===== src/rtl/dly_launch_pkg.sv =====
package dly_launch_pkg;

  typedef enum logic [2:0] {
    ST_IDLE,
    ST_LOAD,
    ST_LAUNCH,
    ST_CAPTURE,
    ST_UNLOAD
  } phase_t;

  typedef enum logic {
    LAUNCH_SHIFT = 1'b0,
    LAUNCH_FUNC  = 1'b1
  } launch_mode_t;

  // Settings of zero are raised to one so every interval lasts a cycle.
  function automatic int unsigned at_least_one(input int unsigned v);
    return (v == 0) ? 1 : v;
  endfunction

  // Test-control level for a phase: only the capture window and a
  // functional launch interval run in normal mode.
  function automatic logic scan_level(input phase_t st, input launch_mode_t m);
    case (st)
      ST_LAUNCH:  return (m == LAUNCH_SHIFT);
      ST_CAPTURE: return 1'b0;
      default:    return 1'b1;
    endcase
  endfunction

endpackage


===== src/rtl/dly_tick_timer.sv =====
module dly_tick_timer #(
  parameter int CNT_W = 8
) (
  input  logic             clk,
  input  logic             rst_n,
  input  logic             run,
  input  logic             restart,
  input  logic [CNT_W-1:0] period,
  output logic             tick
);

  logic [CNT_W-1:0] cnt;

  assign tick = run && (cnt == period - 1'b1);

  always_ff @(posedge clk) begin
    if (!rst_n) begin
      cnt <= '0;
    end else if (restart || !run || tick) begin
      cnt <= '0;
    end else begin
      cnt <= cnt + 1'b1;
    end
  end

  // each edge begins a fresh interval
  a_r3_tick_restarts: assert property (@(posedge clk) disable iff (!rst_n)
    tick |=> (cnt == '0));

  // the count never passes the active period, so the rated gap is exact
  a_r6_count_in_period: assert property (@(posedge clk) disable iff (!rst_n)
    run |-> (cnt < period));

endmodule


===== src/rtl/dly_edge_counter.sv =====
module dly_edge_counter #(
  parameter int LEN_W = 10
) (
  input  logic             clk,
  input  logic             rst_n,
  input  logic             clear,
  input  logic             step,
  input  logic [LEN_W-1:0] limit,
  output logic             last
);

  logic [LEN_W-1:0] cnt;

  assign last = (cnt == limit - 1'b1);

  always_ff @(posedge clk) begin
    if (!rst_n) begin
      cnt <= '0;
    end else if (clear) begin
      cnt <= '0;
    end else if (step) begin
      cnt <= last ? '0 : cnt + 1'b1;
    end
  end

  // the count wraps after the last shift so unload starts at zero
  a_r7_wrap_after_last: assert property (@(posedge clk) disable iff (!rst_n)
    (step && last && !clear) |=> (cnt == '0));

endmodule


===== src/rtl/dly_launch_fsm.sv =====
module dly_launch_fsm
  import dly_launch_pkg::*;
#(
  parameter int CNT_W = 8,
  parameter int LEN_W = 10
) (
  input  logic             clk,
  input  logic             rst_n,
  input  logic             start,
  input  logic             mode,
  input  logic [LEN_W-1:0] chain_len,
  input  logic [CNT_W-1:0] slow_ticks,
  input  logic [CNT_W-1:0] rated_ticks,
  input  logic             tick,
  input  logic             bits_last,
  output logic             accept,
  output logic             timer_run,
  output logic [CNT_W-1:0] period,
  output logic             bit_step,
  output logic [LEN_W-1:0] len_q,
  output logic             scan_en,
  output logic             shift_ph,
  output logic             capt_ph,
  output logic             busy,
  output logic             done
);

  phase_t           st;
  launch_mode_t     mode_q;
  logic [CNT_W-1:0] slow_q;
  logic [CNT_W-1:0] rated_q;
  logic             launch_edge;
  logic             capture_edge;
  logic             load_end;
  logic             unload_end;

  assign accept       = (st == ST_IDLE) && start;
  assign timer_run    = (st != ST_IDLE);
  assign period       = (st == ST_CAPTURE) ? rated_q : slow_q;
  assign shift_ph     = (st == ST_LOAD) || (st == ST_UNLOAD);
  assign capt_ph      = (st == ST_CAPTURE);
  assign busy         = (st != ST_IDLE);
  assign bit_step     = tick && shift_ph;
  assign launch_edge  = tick && (st == ST_LAUNCH);
  assign capture_edge = tick && (st == ST_CAPTURE);
  assign load_end     = tick && bits_last && (st == ST_LOAD);
  assign unload_end   = tick && bits_last && (st == ST_UNLOAD);
  assign scan_en      = scan_level(st, mode_q);

  always_ff @(posedge clk) begin
    if (!rst_n) begin
      st      <= ST_IDLE;
      mode_q  <= LAUNCH_SHIFT;
      len_q   <= LEN_W'(1);
      slow_q  <= CNT_W'(1);
      rated_q <= CNT_W'(1);
      done    <= 1'b0;
    end else begin
      done <= unload_end;
      if (accept) begin
        st      <= ST_LOAD;
        mode_q  <= launch_mode_t'(mode);
        len_q   <= LEN_W'(at_least_one(32'(chain_len)));
        slow_q  <= CNT_W'(at_least_one(32'(slow_ticks)));
        rated_q <= CNT_W'(at_least_one(32'(rated_ticks)));
      end else begin
        case (st)
          ST_LOAD:    if (load_end)     st <= ST_LAUNCH;
          ST_LAUNCH:  if (launch_edge)  st <= ST_CAPTURE;
          ST_CAPTURE: if (capture_edge) st <= ST_UNLOAD;
          ST_UNLOAD:  if (unload_end)   st <= ST_IDLE;
          default:    st <= ST_IDLE;
        endcase
      end
    end
  end

  // shift launch leaves scan mode right after the launch edge
  a_r4_shift_launch_drop: assert property (@(posedge clk) disable iff (!rst_n)
    (launch_edge && mode_q == LAUNCH_SHIFT) |=> !scan_en);

  // functional launch happens in normal mode
  a_r5_func_launch_normal: assert property (@(posedge clk) disable iff (!rst_n)
    (launch_edge && mode_q == LAUNCH_FUNC) |-> !scan_en);

  // the rated window opens right after launch and captures in normal mode
  a_r6_window_opens: assert property (@(posedge clk) disable iff (!rst_n)
    launch_edge |=> capt_ph);
  a_r6_capture_normal: assert property (@(posedge clk) disable iff (!rst_n)
    capture_edge |-> !scan_en);

  // done follows the busy interval by one cycle
  a_r8_done_after_busy: assert property (@(posedge clk) disable iff (!rst_n)
    done |-> (!busy && $past(busy)));

  // busy only rises on a start, and settings hold while busy
  a_r9_busy_needs_start: assert property (@(posedge clk) disable iff (!rst_n)
    $rose(busy) |-> $past(start));
  a_r9_cfg_held: assert property (@(posedge clk) disable iff (!rst_n)
    (busy && $past(busy)) |-> ($stable(mode_q) && $stable(len_q) &&
                               $stable(slow_q) && $stable(rated_q)));

endmodule


===== src/rtl/dly_launch_ctrl.sv =====
module dly_launch_ctrl #(
  parameter int CNT_W = 8,
  parameter int LEN_W = 10
) (
  input  logic             clk,
  input  logic             rst_n,
  input  logic             start,
  input  logic             mode,
  input  logic [LEN_W-1:0] chain_len,
  input  logic [CNT_W-1:0] slow_ticks,
  input  logic [CNT_W-1:0] rated_ticks,
  output logic             scan_en,
  output logic             sys_clk_en,
  output logic             shift_ph,
  output logic             capt_ph,
  output logic             busy,
  output logic             done
);

  logic             accept;
  logic             timer_run;
  logic [CNT_W-1:0] period;
  logic             tick;
  logic             bit_step;
  logic             bits_last;
  logic [LEN_W-1:0] len_q;

  dly_launch_fsm #(.CNT_W(CNT_W), .LEN_W(LEN_W)) u_fsm (
    .clk        (clk),
    .rst_n      (rst_n),
    .start      (start),
    .mode       (mode),
    .chain_len  (chain_len),
    .slow_ticks (slow_ticks),
    .rated_ticks(rated_ticks),
    .tick       (tick),
    .bits_last  (bits_last),
    .accept     (accept),
    .timer_run  (timer_run),
    .period     (period),
    .bit_step   (bit_step),
    .len_q      (len_q),
    .scan_en    (scan_en),
    .shift_ph   (shift_ph),
    .capt_ph    (capt_ph),
    .busy       (busy),
    .done       (done)
  );

  dly_tick_timer #(.CNT_W(CNT_W)) u_timer (
    .clk    (clk),
    .rst_n  (rst_n),
    .run    (timer_run),
    .restart(accept),
    .period (period),
    .tick   (tick)
  );

  dly_edge_counter #(.LEN_W(LEN_W)) u_bits (
    .clk  (clk),
    .rst_n(rst_n),
    .clear(accept),
    .step (bit_step),
    .limit(len_q),
    .last (bits_last)
  );

  assign sys_clk_en = tick;

  // edges only while a test runs
  a_r10_no_edge_idle: assert property (@(posedge clk) disable iff (!rst_n)
    sys_clk_en |-> busy);

endmodule


===== config.mk =====
export PLATFORM = sky130hd
export DESIGN_NAME = dly_launch_ctrl
export DESIGN_NICKNAME = d
export VERILOG_FILES = /design/src/rtl/dly_launch_pkg.sv /design/src/rtl/dly_tick_timer.sv /design/src/rtl/dly_edge_counter.sv /design/src/rtl/dly_launch_fsm.sv /design/src/rtl/dly_launch_ctrl.sv
export SDC_FILE = /design/constraint.sdc
export NUM_CORES = 1
export LEC_CHECK = 0
export ABC_AREA = 0
export BUFFER_PORTS_ARGS = -buffer_cell sky130_fd_sc_hd__clkbuf_2
export CELL_PAD_IN_SITES_DETAIL_PLACEMENT = 2
export CELL_PAD_IN_SITES_GLOBAL_PLACEMENT = 2
export CORE_ASPECT_RATIO = 0.7
export CORE_MARGIN = 2
export CORE_UTILIZATION = 24
export DETAILED_ROUTE_END_ITERATION = 8
export PLACE_DENSITY_LB_ADDON = 0.1
export SLEW_MARGIN = 10
export SYNTH_ARGS = -nofsm -noshare
export SYNTH_HDL_FRONTEND = slang
export SYNTH_SLANG_ARGS = --single-unit

===== constraint.sdc =====
create_clock -name clk -period 2.6 [get_ports clk]
set_input_delay 0.13 -clock clk [delete_from_list [all_inputs] [get_ports clk]]
set_output_delay 0.13 -clock clk [all_outputs]
set_load 0.05 [all_outputs]

=== Word level (Yosys, flattened, before mapping) ===
Index checks and enable logic that the tools add are counted.

* Bits in registers: 49
* Output and inout bits: 6
* Logic and storage cells: 62

* Add/subtract/negate cells: 4
* Eq/ne operators: 14
* Muxes and demuxes: 12
* Bitwise operators: 2
* Reduce and logical (&&, ||, !) cells: 21

{| class="wikitable"
|+ Operators by type and width
! kind !! count
|-
| two-way mux 8 bit || 3
|-
| two-way mux 10 bit || 2
|-
| logical NOT 8 bit || 2
|-
| two-way mux 3 bit || 4
|-
| != test 3 x 1 -> 1 bit (second input constant) || 4
|-
| one-hot mux 3 bit (4 select lines) || 1
|-
| adder 10 x 1 -> 10 bit (second input constant) || 1
|-
| equality test 10 bit || 1
|-
| logical NOT 10 bit || 1
|-
| subtractor 10 x 1 -> 10 bit (second input constant) || 1
|-
| adder 8 x 1 -> 8 bit (second input constant) || 1
|-
| equality test 8 bit || 1
|-
| logical AND 1 bit || 8
|-
| != test 2 x 1 -> 1 bit (second input constant) || 4
|-
| AND reduction 4 bit || 2
|-
| subtractor 8 x 1 -> 8 bit (second input constant) || 1
|-
| equality test 3 x 2 -> 1 bit (second input constant) || 2
|-
| OR reduction 2 bit || 2
|-
| equality test 3 x 1 -> 1 bit (second input constant) || 1
|-
| equality test 3 bit (second input constant) || 1
|-
| logical NOT 3 bit || 1
|-
| logical OR 1 bit || 3
|-
| nonzero test 3 bit || 1
|-
| inverter 1 bit || 2
|-
| 3 further kinds || 3
|}

=== Longest topological paths before layout ===
Gate-level depths: netlist of run 1.

* Word-level depth: 10
* Depth in mapped cells: 14

=== Hierarchy ===
A second synthesis of run 1 with hierarchy kept.

* Cell total of the unflattened synthesis: 288
* Area total of the unflattened synthesis: 2753.9 um2

{| class="wikitable"
|+ By module, submodules not included
! module !! instances !! cells each !! area an instance (um2)
|-
| dly_launch_fsm || 1 || 113 || 1293.7
|-
| dly_edge_counter || 1 || 101 || 865.8
|-
| dly_tick_timer || 1 || 74 || 594.3
|}

=== Worst setup path after synthesis of run 1 ===
Ideal clock, no wire load.

* Path kind: register to output
* From: register u_fsm.st[0]
* To: output sys_clk_en
* Data arrival time: 2.842 ns
* Path slack: -0.372 ns
* Stages on the path, launching flop included: 14
* Buffers on the path: 3
* Cell sequence: dfxtp_1 -> buf_2 -> nand3b_4 -> inv_2 -> buf_6 -> mux2i_1 -> ha_1 -> xnor2_1 -> xnor2_1 -> nor4b_1 -> o22ai_2 -> buf_2 -> nand2b_1 -> inv_1

* Word-level cells in the longest chain between the ends: 5

{| class="wikitable"
|+ Ends and longest elaborated chain
! item !! line !! source
|-
| start, declared || dly_launch_fsm.sv:28 || <nowiki>phase_t st;</nowiki>
|-
| start signal, assigned || dly_launch_fsm.sv:52 || <nowiki>st <= ST_IDLE;</nowiki>
|-
| start signal, assigned || dly_launch_fsm.sv:61 || <nowiki>st <= ST_LOAD;</nowiki>
|-
| start signal, assigned || dly_launch_fsm.sv:68 || <nowiki>ST_LOAD: if (load_end) st <= ST_LAUNCH;</nowiki>
|-
| equality test 3 x 2 -> 1 bit || -- ||
|-
| net capt_ph || dly_launch_ctrl.sv:15 || <nowiki>output logic capt_ph,</nowiki>
|-
| two-way mux 8 bit || dly_launch_fsm.sv:39 || <nowiki>assign period = (st == ST_CAPTURE) ? rated_q : slow_q;</nowiki>
|-
| subtractor 8 x 1 -> 8 bit || dly_tick_timer.sv:14 || <nowiki>assign tick = run && (cnt == period - 1'b1);</nowiki>
|-
| equality test 8 bit || dly_tick_timer.sv:14 ||
|-
| logical AND 1 bit || dly_tick_timer.sv:14 ||
|-
| end, declared || dly_launch_ctrl.sv:13 || <nowiki>output logic sys_clk_en,</nowiki>
|}

The timed path passes the listed nets, and every way through them passes these cells.

=== Final worst setup path of run 1 ===
* From: register u_fsm.st[2]
* To: output sys_clk_en

* Word-level cells in the longest chain between the ends: 5

{| class="wikitable"
|+ Ends and longest elaborated chain
! item !! line
|-
| equality test 3 x 2 -> 1 bit || dly_launch_fsm.sv:39
|-
| two-way mux 8 bit || dly_launch_fsm.sv:39
|-
| subtractor 8 x 1 -> 8 bit || dly_tick_timer.sv:14
|-
| equality test 8 bit || dly_tick_timer.sv:14
|-
| logical AND 1 bit (*) || dly_tick_timer.sv:14
|}

Mark *: on every way between the ends. The rest lies on a longest branch, timed or not.

==> results.py, run 1 <==
metrics = {
    "outcome": {
        "run_status": "finished with violations",
        "violations": "negative setup slack",
    },
    "final_layout": {
        "layout_cell_area_excl_fill_sq_um": 3810,
        "insertedDiodeCount": 0,
        "post_route_cells_drive_above_1_share": 0.351,
        "stdcell_count": 523,
        "area.sequential_sq_um": 985,
        "fillerInstances": 1216,
        "area_taken_by_multi_input_logic_gates_sq_um": 1880,
        "final_layout_net_count": 403,
        "flow.area_growth_from_synthesis_pct": 38.4,
    },
    "sta": {
        "totalNegativeSetupSlack_ps": -565,
        "slew_limit_fails": 0,
        "finalClockSkew_ps": 4.43,
        "final-hold-violation-count": 0,
        "post-route-worst-setup-slack_ps": -125,
        "timing.final.crit_period_ps": 2720,
        "max-slew-margin-rel": 0.688,
        "min_period_over_period": 1.05,
        "final-setup-viol-count": 13,
        "final.hold.worst_slack_ps": 61.1,
        "slew_at_the_pin_with_the_worst_max_slew_slack_ps": 465,
        "rsz0062_at_grt": "true",
        "max_clk_rate_mhz": 367,
    },
    "synth": {
        "synth.yosys.seq_area_share": 0.356,
        "synth.largest_area_cell": "sky130_fd_sc_hd__dfxtp_1",
        "synth.yosys.warnings": 0,
        "netlist_area_sq_um": 2760,
        "synthTopCellsByCount": "49 x sky130_fd_sc_hd__dfxtp_1, 23 x sky130_fd_sc_hd__a22o_1, 19 x sky130_fd_sc_hd__nor2_1, 19 x sky130_fd_sc_hd__xnor2_1",
        "post_synth_inst_count": 301,
        "adder_cell_share_of_the_synthesized_area": 0.0182,
        "synth_edf_count": 0,
        "yosys.cell_types.count": 54,
        "yosys.area.top_type_share": 0.356,
        "ys_async_sr_fraction": 0,
        "synthMuxAreaShare": 0.0449,
        "synth.area.top_cells": "sky130_fd_sc_hd__dfxtp_1 36%, sky130_fd_sc_hd__a22o_1 7.3%, sky130_fd_sc_hd__xnor2_1 6.0%",
        "synth-xor-area-share": 0.0921,
        "postSynthAreaPerCell_sq_um": 9.16,
        "postSynth.topFlopCell": "sky130_fd_sc_hd__dfxtp_1",
        "synth-simple-area-share": 0.262,
        "synth_seq_cells": 49,
        "synth_most_common_cell": "sky130_fd_sc_hd__dfxtp_1",
        "synth_compound_gate_area_share": 0.192,
        "syn_nets": 335,
        "main_combinational_cell_family_by_area_after_synthesis": "simple AND/OR/NAND/NOR gates",
    },
    "clock_tree": {
        "clock_buffer_count_from_cts": 5,
        "cts_sinks": 49,
        "cts.root.buffer_cell": "sky130_fd_sc_hd__clkbuf_16",
        "cts_hold_buf": 0,
        "cts_max_path_buffers": 2,
        "clk_transition_reported_paths_ps": 70,
        "tritoncts": "built",
        "cts.htree.levels": 2,
        "worstSkewPairLatency_ps": 300,
    },
    "route": {
        "postRouteAntennaNets": 0,
        "drt_first_pass_iters": 4,
        "routed_wirelength_um": 9860,
        "vias_per_cell": 5.01,
        "drc": 0,
        "wire_per_inst_um": 18.8,
        "first_iter_violations": 72,
        "routed-via-count": 2622,
    },
    "floorplanning": {
        "placementRows": 32,
        "num_io_pins": 36,
        "initial_cell_density_of_the_core": 0.249,
        "fp.dieW_um": 132,
        "core-area_sq_um": 11100,
        "area_of_the_die_sq_um": 12400,
        "floorplan.die.height_um": 93.7,
    },
    "placement": {
        "post-dp-hpwl_um": 7300,
        "routability_congestion_estimate": 0.760,
        "portBuffers": 35,
        "dpl_worst_slack_ps": -125,
        "detailed_place.area_sq_um": 3340,
        "placed_cells_incl_taps": 501,
    },
    "worst_setup_path": {
        "worst_path_max_delay_cell": "sky130_fd_sc_hd__or4_4",
        "worstPathCellList": "nand3b_4 -> inv_6 -> mux2i_4 -> ha_4 -> inv_2 -> or4_4 -> and4b_2 -> and3_4 -> nand2b_4 -> clkinvlp_4 -> clkbuf_16",
        "worst_setup_path_end_kind": "output pin",
        "timing.critical_path.buf_inv": 4,
        "timing_worst_setup_path_type": "flip-flop to output pin",
        "startpoint_type": "flip-flop",
        "cpPeakStageDelay_ps": 410,
        "path_delay_family": "simple AND/OR/NAND/NOR gates",
        "timing.critical_path.required_ps": 2470,
        "critPathMaxFanout": 5,
        "cp.arrival_ps": 2590,
    },
    "global_routing": {
        "antenna_found_initial": 0,
        "first_global_vias": 2763,
        "grt_max_degree": 26,
        "overflow": 0,
        "globalRouteTotalUtil": 0.168,
        "grt_first_pass_wirelength_um": 16000,
    },
    "flow_run": {
        "timing.max_cap.violations": 0,
    },
    "power": {
        "peakVddDrop_mv": 0.249,
        "total_leakage_power_nw": 1.48,
        "power.density_nw_per_um2": 578,
    },
    "hold_path": {
        "timing.hold.worst.class": "input pin to flip-flop",
    },
}
==> state kept, by name, indices dropped and copies added (netlist names) <==
register	flops
u_fsm.rated_q	8
u_fsm.done	1
u_fsm.st	3
u_timer.cnt	8
u_fsm.len_q	10
u_fsm.mode_q	1
u_bits.cnt	10
u_fsm.slow_q	8
==> report_power, final <==
group          switching [mW]  leakage (nW)  internal [mW]  total, mW
sequential             0.0428         0.401          0.786      0.829
clock                   0.310        0.0938          0.550      0.860
combinational           0.277         0.990          0.241      0.518
total                   0.630          1.48           1.58       2.21
==> layout make-up <==
cell class              count  share of cell area
clock buffers               5              0.0328
clock inverters             3              0.0171
inverters                   8              0.0102
multi-input cells         230               0.492
flip-flops and latches     49               0.258
well taps                 153              0.0502
repair buffers             75               0.139
==> cells by family after synthesis <==
| group | Yosys count |
|---|---|
| AOI/OAI and AO/OA | 69 |
| and+or+nand+nor | 117 |
| DFF | 49 |
| buffers and inverters | 22 |
| xor gates and xnor gates | 29 |
| muxes | 11 |
| adders and majority gates | 4 |
==> worst reg2reg max path: cells and delay by family (launching register included) <==
family / cells / cell delay (ps)
AND/OR/NAND/NOR: 3 / 960
flip-flops: 1 / 320
AO/OA/AOI/OAI: 2 / 290
buffers and inverters: 2 / 260
adder cells (fa/ha/maj): 1 / 210
XOR/XNOR: 2 / 280
multiplexers: 1 / 270
==> what timing repair did <==
| action | CTS | global route |
|---|---|---|
| setup endpoints to repair | 21 | 22 |
| cloned | 1 | 0 |
| buffers inserted | 10 | 5 |
| resized for setup | 16 | 24 |
| pin swaps | 6 | 7 |
==> per-layer routing <==
metal / global-route usage / vias to the layer above / wire [um]
li1: - / 1274 / -
met1: 0.255 / 1304 / 5450
met2: 0.236 / 36 / 3960
met3: 0.0372 / 8 / 365
met4: 0.0380 / 0 / 86
met5: 0 / - / 0
==> final timing paths <==
kind                 start              end  slack [ps]  cells past startpoint
max            u_fsm.st[2]       sys_clk_en        -120                     11
min          slow_ticks[6]  u_fsm.slow_q[6]          60                      2
max reg2reg    u_fsm.st[2]    u_bits.cnt[6]         -60                     11
min reg2reg   u_fsm.mode_q     u_fsm.mode_q         490                      1
==> per-stage QoR <==
stage	utilization	total power, mW
floorplan	-	1.10
global placement	0.301	1.27
detailed placement	0.301	1.27
CTS	0.332	2.21
global route	0.344	2.31
finish	0.344	2.21
==> cells in the final DEF, fill, tap and decap left out, drive strengths merged, types with 2 or more instances in the layout <==
cell type and instances:
or2 2, nand2 10, xor2 10, or4 13
nand3b 4, nor3 6, a22o 23, nor2b 5
mux2i 10, nor4b 3, a21oi 13, nand2b 7
nor3b 4, xnor2 19, inv 7, clkbuf 40
o22ai 2, o32a 3, nand3 14, ha 4
nor4 6, and3 9, nor2 19, bufinv 2
buf 40, o21ai 9, nand4 5, o31ai 10
and4b 2, dfxtp 49, and4 2, or3 4
a22oi 2
(Power assumes the default switching activity.)
==> run 2, diff against run 1 <==
--- a/config.mk
+++ b/config.mk
@@ -9,7 +9,6 @@
 export BUFFER_PORTS_ARGS = -buffer_cell sky130_fd_sc_hd__clkbuf_2
 export CELL_PAD_IN_SITES_DETAIL_PLACEMENT = 2
 export CELL_PAD_IN_SITES_GLOBAL_PLACEMENT = 2
-export CORE_ASPECT_RATIO = 0.7
 export CORE_MARGIN = 2
 export CORE_UTILIZATION = 24
 export DETAILED_ROUTE_END_ITERATION = 8
==> run 2 against run 1 <==
The run still ends with negative setup slack left. Sequential power hardly changed. Register-to-register slack about the same. Critical path depth unchanged. Routed wire length fell by 3.5%.
==> results.py, run 2 (synthesized netlist as in run 1, its figures left out) <==
metrics = {
    "worst_setup_path": {
        "worst-r2r-setup-slack_ps": -60,
        "launch_point_of_the_worst_reg_to_reg_path": "u_fsm.st[2]",
        "timing.critical_path.required_ps": 2470,
        "worst_setup_path_end_kind": "output pin",
        "timing.critical_path.buf_inv": 4,
        "startpoint_type": "flip-flop",
        "cpPeakStageDelay_ps": 380,
        "worst_path_max_delay_cell": "sky130_fd_sc_hd__or4_1",
        "timing_worst_setup_path_type": "flip-flop to output pin",
        "worstPathCellList": "nand3b_4 -> inv_6 -> mux2i_4 -> ha_4 -> inv_2 -> or4_1 -> and4b_2 -> and3_4 -> nand2b_4 -> clkinvlp_4 -> buf_8",
        "worst_r2r_endpoint": "u_bits.cnt[5]",
        "ff2ff_path_depth": 12,
        "critPathMaxFanout": 4,
        "cp.arrival_ps": 2570,
        "path_delay_family": "simple AND/OR/NAND/NOR gates",
    },
    "final_layout": {
        "layout_top_registers": "u_bits.cnt x10, u_fsm.len_q x10",
        "final_cell_mix": "46 x sky130_fd_sc_hd__dfxtp_1, 34 x sky130_fd_sc_hd__clkbuf_2, 23 x sky130_fd_sc_hd__a22o_1",
        "post_route_cells_drive_above_1_share": 0.331,
        "flow.area_growth_from_synthesis_pct": 34.5,
        "insertedDiodeCount": 0,
        "layout.cells.most_common": "sky130_fd_sc_hd__dfxtp_1",
        "final_core_util": 0.327,
        "fillerInstances": 1256,
        "final_layout_net_count": 393,
        "stdcell_count": 503,
    },
    "sta": {
        "post-route-worst-setup-slack_ps": -101,
        "rsz0062_at_grt": "true",
        "timing.final.crit_period_ps": 2700,
        "slew_at_the_pin_with_the_worst_max_slew_slack_ps": 443,
        "finalClockSkew_ps": 7.75,
        "min_period_over_period": 1.04,
        "final-setup-viol-count": 10,
        "max_clk_rate_mhz": 370,
        "final-hold-violation-count": 0,
        "totalNegativeSetupSlack_ps": -428,
        "slew_limit_fails": 0,
        "max-slew-margin-rel": 0.696,
    },
    "global_routing": {
        "global_route.usage.met2": 0.245,
        "globalRouteMet1Util": 0.221,
        "antenna_found_initial": 1,
        "global_route.usage.met3": 0.0306,
        "globalRouteTotalUtil": 0.159,
        "global_route.peak_usage_layer": "met2",
        "grt_max_degree": 25,
        "grt_first_pass_wirelength_um": 15400,
        "overflow": 0,
        "first_global_vias": 2795,
    },
    "floorplanning": {
        "placementRows": 39,
        "core-area_sq_um": 11300,
        "num_io_pins": 36,
        "initial_cell_density_of_the_core": 0.243,
        "floorplan.die.height_um": 111,
        "fp.dieW_um": 111,
        "area_of_the_die_sq_um": 12400,
    },
    "hold_path": {
        "timing.hold.worst.class": "input pin to flip-flop",
        "worstHoldEndpoint": "u_fsm.len_q[1]",
        "hold_depth": 3,
        "worstHoldStart": "chain_len[1]",
    },
    "clock_tree": {
        "cts.root.buffer_cell": "sky130_fd_sc_hd__clkbuf_16",
        "cts.htree.levels": 2,
        "clk_transition_reported_paths_ps": 70,
        "cts_max_path_buffers": 2,
        "worstSkewPairLatency_ps": 310,
        "cts_sinks": 49,
        "tritoncts": "built",
        "clock_buffer_count_from_cts": 5,
        "cts_hold_buf": 0,
    },
    "placement": {
        "portBuffers": 35,
        "routability_congestion_estimate": 0.726,
        "dpl_worst_slack_ps": -129,
        "post-dp-hpwl_um": 7100,
        "placed_cells_incl_taps": 490,
    },
    "power": {
        "total_leakage_power_nw": 1.41,
        "peakVddDrop_mv": 0.362,
        "report.power.total_mw": 2.03,
        "power.density_nw_per_um2": 547,
    },
    "route": {
        "vias_per_cell": 5.13,
        "drc": 0,
        "routed_wirelength_um": 9520,
        "routed-via-count": 2581,
        "wire_per_inst_um": 18.9,
        "drt_first_pass_iters": 4,
        "first_iter_violations": 79,
        "postRouteAntennaNets": 0,
    },
    "outcome": {
        "run_status": "finished with violations",
        "violations": "negative setup slack",
    },
    "flow_run": {
        "timing.max_cap.violations": 0,
    },
}
==> run 2: cell types whose count changed in the layout (fill, tap and decap cells not counted), sizes merged <==
cell | previous run | this run
clkbuf | 40 | 41
buf | 40 | 29
bufinv | 2 | 0
clkinvlp | 1 | 2
inv | 7 | 8
==> run 2: worst max path at each step <==
stage | startpoint | end | slack, ps | cells past startpoint
final | u_fsm.st[2] | sys_clk_en | -100 | 11
after global routing | u_fsm.st[2] | sys_clk_en | -200 | 12
after CTS | u_fsm.st[2] | sys_clk_en | -140 | 12
after detailed placement | u_fsm.st[2] | u_bits.cnt[4] | -130 | 11
after global placement | u_fsm.st[2] | u_bits.cnt[3] | -50 | 11
after floorplan | u_fsm.st[0] | u_bits.cnt[0] | -100 | 12
==> run 2: area by class of cell <==
type / count / area (sq um) / area share
Timing Repair Buffer: 65 / 503 / 0.136
Sequential cell: 49 / 985 / 0.266
Inverter: 8 / 38.8 / 0.0105
Clock buffer: 5 / 125 / 0.0337
Multi-Input combinational cell: 230 / 1860 / 0.501
Clock inverter: 3 / 21.3 / 0.00574
Tap cell: 143 / 179 / 0.0483
==> run 2: where the power goes <==
group	leakage [nW]	switching, mW	internal (mW)
Sequential	0.401	0.0438	0.786
Clock	0.0702	0.330	0.359
Combinational	0.940	0.267	0.242
==> run 2: tightest hold or removal path, delay by kind of cell <==
family                 cells  cell delay (ps)
AOI/OAI and AO/OA          1               60
and+or+nand+nor            1               40
buffers and inverters      1               90
==> run 2: per-stage QoR <==
stage          cell area (sq um)  hold WS [ps]
4_1_cts                     3550          42.8
3_5_place_dp                3350           361
6_report                    3710          47.9
3_3_place_gp                3350           359
5_1_grt                     3710          55.5
2_1_floorplan               2840           239
==> run 2: per-layer routing <==
metal  share of wire  vias up
met4           0.018        0
li1                -     1251
met5               0        -
met1            0.49     1275
met3           0.035       10
met2            0.45       45
==> run 2: what timing repair did <==
action | 4_1_cts | 5_1_grt
pin swaps | 1 | 12
hold endpoints to repair | 0 | 0
buffers inserted | 2 | 1
endpoints found under the setup margin | 10 | 14
resized for setup | 11 | 23
cloned | 0 | 2
